[src/rtl/tpc_pkg.sv]
package tpc_pkg;
  // Phase of the three-cycle schedule. The product formed in each phase is in the name.
  // Capture of new operands happens on the edge that closes PH_K3.
  typedef enum logic [1:0] {
    PH_K3 = 2'd0,
    PH_K1 = 2'd1,
    PH_K2 = 2'd2
  } phase_e;

  function automatic phase_e phase_after(input phase_e p);
    case (p)
      PH_K3:   return PH_K1;
      PH_K1:   return PH_K2;
      default: return PH_K3;
    endcase
  endfunction
endpackage

[src/rtl/tpc_phase_seq.sv]
module tpc_phase_seq
  import tpc_pkg::*;
(
  input  logic   clk,
  input  logic   rst_n,
  output phase_e phase_o
);
  phase_e ph_q, ph_d;

  always_comb begin
    ph_d = phase_after(ph_q);
  end

  always_ff @(posedge clk or negedge rst_n) begin
    if (!rst_n) ph_q <= PH_K3;
    else        ph_q <= ph_d;
  end

  assign phase_o = ph_q;
endmodule

[src/rtl/tpc_operand_sel.sv]
module tpc_operand_sel
  import tpc_pkg::*;
#(
  parameter int DW = 16,
  parameter int CW = 16,
  parameter int W  = 17
) (
  input  logic                clk,
  input  logic                rst_n,
  input  phase_e              phase,
  input  logic                load_en,
  input  logic                vld_in,
  input  logic signed [DW-1:0] a_in,
  input  logic signed [DW-1:0] b_in,
  input  logic signed [CW-1:0] c_in,
  input  logic signed [CW-1:0] d_in,
  output logic                vld_o,
  output logic signed [W-1:0] x_o,
  output logic signed [W-1:0] y_o
);
  logic signed [DW-1:0] a_q, b_q, a_d, b_d;
  logic signed [CW-1:0] c_q, d_q, c_d, d_d;
  logic                 v_q, v_d;
  logic signed [W-1:0]  ae, be, ce, de;

  // Next-state: hold unless this is the capture edge.
  always_comb begin
    a_d = a_q; b_d = b_q; c_d = c_q; d_d = d_q; v_d = v_q;
    if (load_en) begin
      a_d = a_in; b_d = b_in; c_d = c_in; d_d = d_in; v_d = vld_in;
    end
  end

  always_ff @(posedge clk or negedge rst_n) begin
    if (!rst_n) begin
      a_q <= '0; b_q <= '0; c_q <= '0; d_q <= '0; v_q <= 1'b0;
    end else begin
      a_q <= a_d; b_q <= b_d; c_q <= c_d; d_q <= d_d; v_q <= v_d;
    end
  end

  // Bring both operand pairs to the common multiplier width.
  assign ae = {{(W-DW){a_q[DW-1]}}, a_q};
  assign be = {{(W-DW){b_q[DW-1]}}, b_q};
  assign ce = {{(W-CW){c_q[CW-1]}}, c_q};
  assign de = {{(W-CW){d_q[CW-1]}}, d_q};

  // Pre-adder and operand steering for the shared multiplier.
  always_comb begin
    case (phase)
      PH_K1:   begin x_o = ae + be; y_o = ce; end
      PH_K2:   begin x_o = de - ce; y_o = ae; end
      default: begin x_o = ce + de; y_o = be; end
    endcase
  end

  assign vld_o = v_q;
endmodule

[src/rtl/tpc_mac.sv]
module tpc_mac
  import tpc_pkg::*;
#(
  parameter int W      = 17,
  parameter int FULL_W = 33,
  parameter int OUT_W  = 16
) (
  input  logic                    clk,
  input  logic                    rst_n,
  input  phase_e                  phase,
  input  logic                    vld,
  input  logic signed [W-1:0]     x,
  input  logic signed [W-1:0]     y,
  output logic                    out_valid_o,
  output logic signed [OUT_W-1:0] re_o,
  output logic signed [OUT_W-1:0] im_o
);
  localparam int SHIFT = FULL_W - OUT_W;

  logic signed [FULL_W-1:0] prod, term, sum;
  logic signed [FULL_W-1:0] acc_q, acc_d, hold_q, hold_d;
  logic signed [OUT_W-1:0]  re_q, re_d, im_q, im_d;
  logic                     ov_q, ov_d;
  logic                     fin;

  // Single real multiplier. Modulo FULL_W arithmetic is exact because every
  // partial and final value fits in FULL_W signed bits.
  assign prod = FULL_W'(x) * FULL_W'(y);
  assign term = (phase == PH_K3) ? -prod : prod;
  assign sum  = acc_q + term;
  assign fin  = (phase == PH_K3) && vld;

  always_comb begin
    acc_d  = (phase == PH_K1) ? prod : acc_q;
    hold_d = (phase == PH_K2) ? sum  : hold_q;
    re_d   = re_q;
    im_d   = im_q;
    if (fin) begin
      re_d = OUT_W'(sum    >>> SHIFT);
      im_d = OUT_W'(hold_q >>> SHIFT);
    end
    ov_d = fin;
  end

  always_ff @(posedge clk or negedge rst_n) begin
    if (!rst_n) begin
      acc_q <= '0; hold_q <= '0; re_q <= '0; im_q <= '0; ov_q <= 1'b0;
    end else begin
      acc_q <= acc_d; hold_q <= hold_d; re_q <= re_d; im_q <= im_d; ov_q <= ov_d;
    end
  end

  assign out_valid_o = ov_q;
  assign re_o        = re_q;
  assign im_o        = im_q;
endmodule

[src/rtl/tri_product_cmul.sv]
module tri_product_cmul
  import tpc_pkg::*;
#(
  parameter int DW    = 16,
  parameter int CW    = 16,
  parameter int OUT_W = 16
) (
  input  logic                    clk,
  input  logic                    rst_n,
  input  logic                    in_valid,
  input  logic signed [DW-1:0]    smp_re,
  input  logic signed [DW-1:0]    smp_im,
  input  logic signed [CW-1:0]    cof_re,
  input  logic signed [CW-1:0]    cof_im,
  output logic                    in_slot,
  output logic                    out_valid,
  output logic signed [OUT_W-1:0] out_re,
  output logic signed [OUT_W-1:0] out_im
);
  localparam int W      = ((DW > CW) ? DW : CW) + 1;
  localparam int FULL_W = DW + CW + 1;

  phase_e              phase;
  logic                op_vld;
  logic signed [W-1:0] mx, my;

  tpc_phase_seq u_seq (
    .clk     (clk),
    .rst_n   (rst_n),
    .phase_o (phase)
  );

  assign in_slot = (phase == PH_K3);

  tpc_operand_sel #(.DW(DW), .CW(CW), .W(W)) u_ops (
    .clk     (clk),
    .rst_n   (rst_n),
    .phase   (phase),
    .load_en (in_slot),
    .vld_in  (in_valid),
    .a_in    (smp_re),
    .b_in    (smp_im),
    .c_in    (cof_re),
    .d_in    (cof_im),
    .vld_o   (op_vld),
    .x_o     (mx),
    .y_o     (my)
  );

  tpc_mac #(.W(W), .FULL_W(FULL_W), .OUT_W(OUT_W)) u_mac (
    .clk         (clk),
    .rst_n       (rst_n),
    .phase       (phase),
    .vld         (op_vld),
    .x           (mx),
    .y           (my),
    .out_valid_o (out_valid),
    .re_o        (out_re),
    .im_o        (out_im)
  );
endmodule

[config.mk]
export PLATFORM = sky130hd
export DESIGN_NAME = tri_product_cmul
export DESIGN_NICKNAME = d
export VERILOG_FILES = /design/src/rtl/tpc_pkg.sv /design/src/rtl/tpc_phase_seq.sv /design/src/rtl/tpc_operand_sel.sv /design/src/rtl/tpc_mac.sv /design/src/rtl/tri_product_cmul.sv
export SDC_FILE = /design/constraint.sdc
export NUM_CORES = 1
export LEC_CHECK = 0
export CORE_MARGIN = 10
export CORE_UTILIZATION = 60
export CTS_CLUSTER_DIAMETER = 200
export CTS_CLUSTER_SIZE = 12
export DETAILED_ROUTE_END_ITERATION = 8
export GPL_ROUTABILITY_DRIVEN = 1
export PLACE_DENSITY = 0.79
export SLEW_MARGIN = 20
export SYNTH_ARGS = -nofsm -noshare
export SYNTH_HDL_FRONTEND = slang
export SYNTH_HIERARCHICAL = 1
export SYNTH_SLANG_ARGS = --single-unit
export TNS_END_PERCENT = 5
[constraint.sdc]
create_clock -name clk -period 13.9 [get_ports clk]
set_clock_uncertainty 0.2 [all_clocks]
set_input_delay 2.78 -clock clk [delete_from_list [all_inputs] [get_ports clk]]
set_output_delay 2.78 -clock clk [all_outputs]
set_load 0.01 [all_outputs]
==> summary.md <==
| Metric | Value |
|---|---|
| Outcome | finished, final reports clean |
| Critical path arrival | around 12000 ps |
| Crit Path Class | flop to flop |
| Fillcell total | between 2000 and 3000 |
| Met1 GRT Util | 30.48% |
| # DRC | 0 |
| Max-cap violation count | 0 |
| RSZ-0062 raised after global routing | false |
| Final ANT Viol Nets | 0 |
| CTS Hold Bufs | 0 |
| Largest driver fanout on the critical path | 24 |
| Die Y | 206.8 um |
| Post-route minimum period | 12260 ps |
| Commonest non-fill, non-tap cell in the layout | inv_1 |
| GR Util All Layers | ~24% |
| Slack of the critical path | between 1500 and 2000 ps |
| Endpoints failing hold | 0 |
| H-tree Lvls | 4 |
| Cell variety after synth | 92 |
| Initial drt markers | 1011 |
| F_max | 81.59 MHz |
| Detailed placement HPWL | about 40000 um |
| Met3 Use GR | 4.650% |
| Share of cells above drive strength 1 | 8.241% |
| Worst R2R End | u_mac/re_o[13] |
| First-pass DRT Iterations | 6 |
| Final period util | 88.18% |
| Total Wirelength | ~49000 um |
| EDFF count, synth | 0 |
| Worst-Skew Late Latency | 450 ps |
| Worst path required time | 14000 ps |
| Layout area overhead | 9.762% |
| Seq/Total Area, Yosys | 17.80% |
| CP Launch Type | flop |
| Worst slew pin tran | 1029 ps |
| Syn Nets | between 2000 and 3000 |
| Flop2flop setup slack | 1640 ps |
| Slowest stage cell, crit path | ha_1 |
| Hold endpoint | u_mac/hold_q[19] |
| CTS tree | done |
| Main synth FF type | dfrtp_1 |
| Std cell rows | 68 |
| TritonCTS buffer count | 17 |
| Mapped Cells | 2265 |
| Width of the die | between 200 and 250 um |
| Crit-path most repeated cell | fa_1 |
| CTS root buf | clkbuf_16 |
| Io pins | 101 |
| R2R depth | 40 |
| Initial core utilization | 60.78% |
| HP Start | u_mac/hold_q[19] |
| Worst-path clk slew | 60 ps |
| Clk sink count | ~150 |
| PortBufs | 100 |
| HP Class | flop to flop |
| Dpl ws | roughly 1700 ps |
| Max incr delay on CP | 830 ps |
| Core footprint | 0.03446 mm^2 |
| Crit end category | flop |
| Most frequent cells in the layout | 396 x inv_1, 292 x fa_1, 233 x nand2_1 |
| Setup-failing EPs final | 0 |
| Grt met2 use | roughly two fifths |
| Gr busiest metal | met2 |
| Total gr overflow | 0 |
| Multi-input logic area | 0.01541 mm^2 |
| First-pass GRT wire length | approximately 84000 um |
| Post-CTS Resized | 0 |
| Sequential standard cell area | about 0.0037 mm^2 |
| #FFs+latches synth | 149 |
| Ant. Diodes | 0 |
| Antenna violations before repair | 0 |
| Async S/R FF share, synth | between 90% and 100% |
| Die Area | about 0.043 mm^2 |
| Nets@finish | roughly 2800 |
| Vias per inst | 5.680 |
| Hold Path Depth | 2 |
| Clock Path Buffers | 2 |
| Gpl congestion | 0.8937 |
| Vias | approximately 16000 |
| Vias in the first global route | between 15000 and 20000 |
| Mean post-synth cell area | 9.246 um^2 |
| Max Slew Vio Count | 0 |
| Slew margin rel. | 31.39% |
| YS warnings | 6 |
| Pin count of the biggest net entering global routing | 79 |
| Drt wl/cell | 17.60 um |
| Setup TNS Final | 0 ps |
| Post-synthesis instance area | 0.02094 mm^2 |
| Worst R2R Start | u_seq/phase_o[1] |
| Setup bufs post-CTS | 0 |
-- per-stage QoR --
stage | instances | cell area, um^2 | utilization [%] | hold WS, ps
6_report | 2797 | 22990 | 66.71 | 278.1
3_3_place_gp | 2765 | 22420 | 65.07 | 260.2
3_5_place_dp | 2765 | 22420 | 65.07 | 265.2
5_1_grt | 2797 | 22990 | 66.71 | 301.6
2_1_floorplan | 2265 | 20940 | - | 242.9
4_1_cts | 2797 | 22990 | 66.71 | 281.8
-- flip-flops by register name (all words and copies together) (netlist names) --
name / cells
u_ops/d_q: 16
u_mac/re_o: 16
u_ops/vld_o: 1
u_mac/im_o: 16
u_mac/acc_q: 33
u_ops/c_q: 16
u_ops/b_q: 16
u_seq/phase_o: 2
u_mac/out_valid_o: 1
u_mac/hold_q: 16
u_ops/a_q: 16
-- cell usage after synthesis, types with 9 or more instances --
master / number / area share, %
nor2_1: 80 / 1.4
and2_1: 169 / 5.0
a22oi_1: 15 / 0.54
nand3_1: 14 / 0.33
nor3_1: 18 / 0.43
nand2b_1: 14 / 0.42
and3_1: 13 / 0.39
o211ai_1: 12 / 0.43
ha_1: 153 / 9.1
nand2_1: 233 / 4.2
xnor2_1: 75 / 3.1
a21oi_1: 73 / 1.7
a21o_1: 25 / 0.90
a31oi_1: 12 / 0.36
nor2b_1: 10 / 0.30
xor2_1: 37 / 1.5
o21a_1: 17 / 0.61
o21bai_1: 9 / 0.32
o21ai_0: 129 / 3.1
clkbuf_1: 75 / 1.3
nand4_1: 11 / 0.33
dfrtp_1: 149 / 18
inv_1: 396 / 7.1
fa_1: 292 / 28
mux2_2: 89 / 4.8
-- worst max-delay path by stage --
stage	slack, ps	from	to
detailed placement	1720	u_seq/phase_o[1]	u_mac/hold_q[31]
floorplan	3100	u_seq/phase_o[1]	u_mac/re_o[13]
finish	1640	u_seq/phase_o[1]	u_mac/re_o[13]
global placement	2180	u_seq/phase_o[1]	u_mac/re_o[13]
CTS	1670	u_seq/phase_o[1]	u_mac/re_o[13]
global route	880	u_seq/phase_o[1]	u_mac/re_o[14]
-- final cells by class --
class / count / area share (%)
Tap cell: 455 / 2.477
Multi-Input combinational cell: 1634 / 67.03
Sequential cell: 149 / 16.22
Clock buffer: 20 / 1.943
Clock inverter: 12 / 0.5225
Inverter: 398 / 6.499
Timing Repair Buffer: 129 / 5.307
-- cell families (layout without fill, tap and decap cells) --
kind of cell | count (synthesis) | in the layout | synth area share (%)
simple gates | 608 | 608 | 14.86
compound gates | 372 | 372 | 11.43
fa+ha+maj | 445 | 445 | 37.05
xor+xnor | 115 | 115 | 5.001
mux | 94 | 94 | 5.024
flops | 149 | 149 | 17.80
buf+inv | 482 | 559 | 8.830
-- layer usage --
metal  wire length (um)  share of wire (%)
met1              20990                 43
met2              24150                 49
met3               3120                6.3
met4                974                2.0
met5                  0                  0
-- worst max-delay path: cells and delay by family (launching register included) --
family	cells	cell delay, ps
xor+xnor	4	810
buf+inv	4	190
compound gates	15	3820
simple gates	7	1600
flops	1	570
fa+ha+maj	10	4920
Power is not shown: default switching activity piles up to over one toggle a cycle in this logic, so the estimate is an artifact.
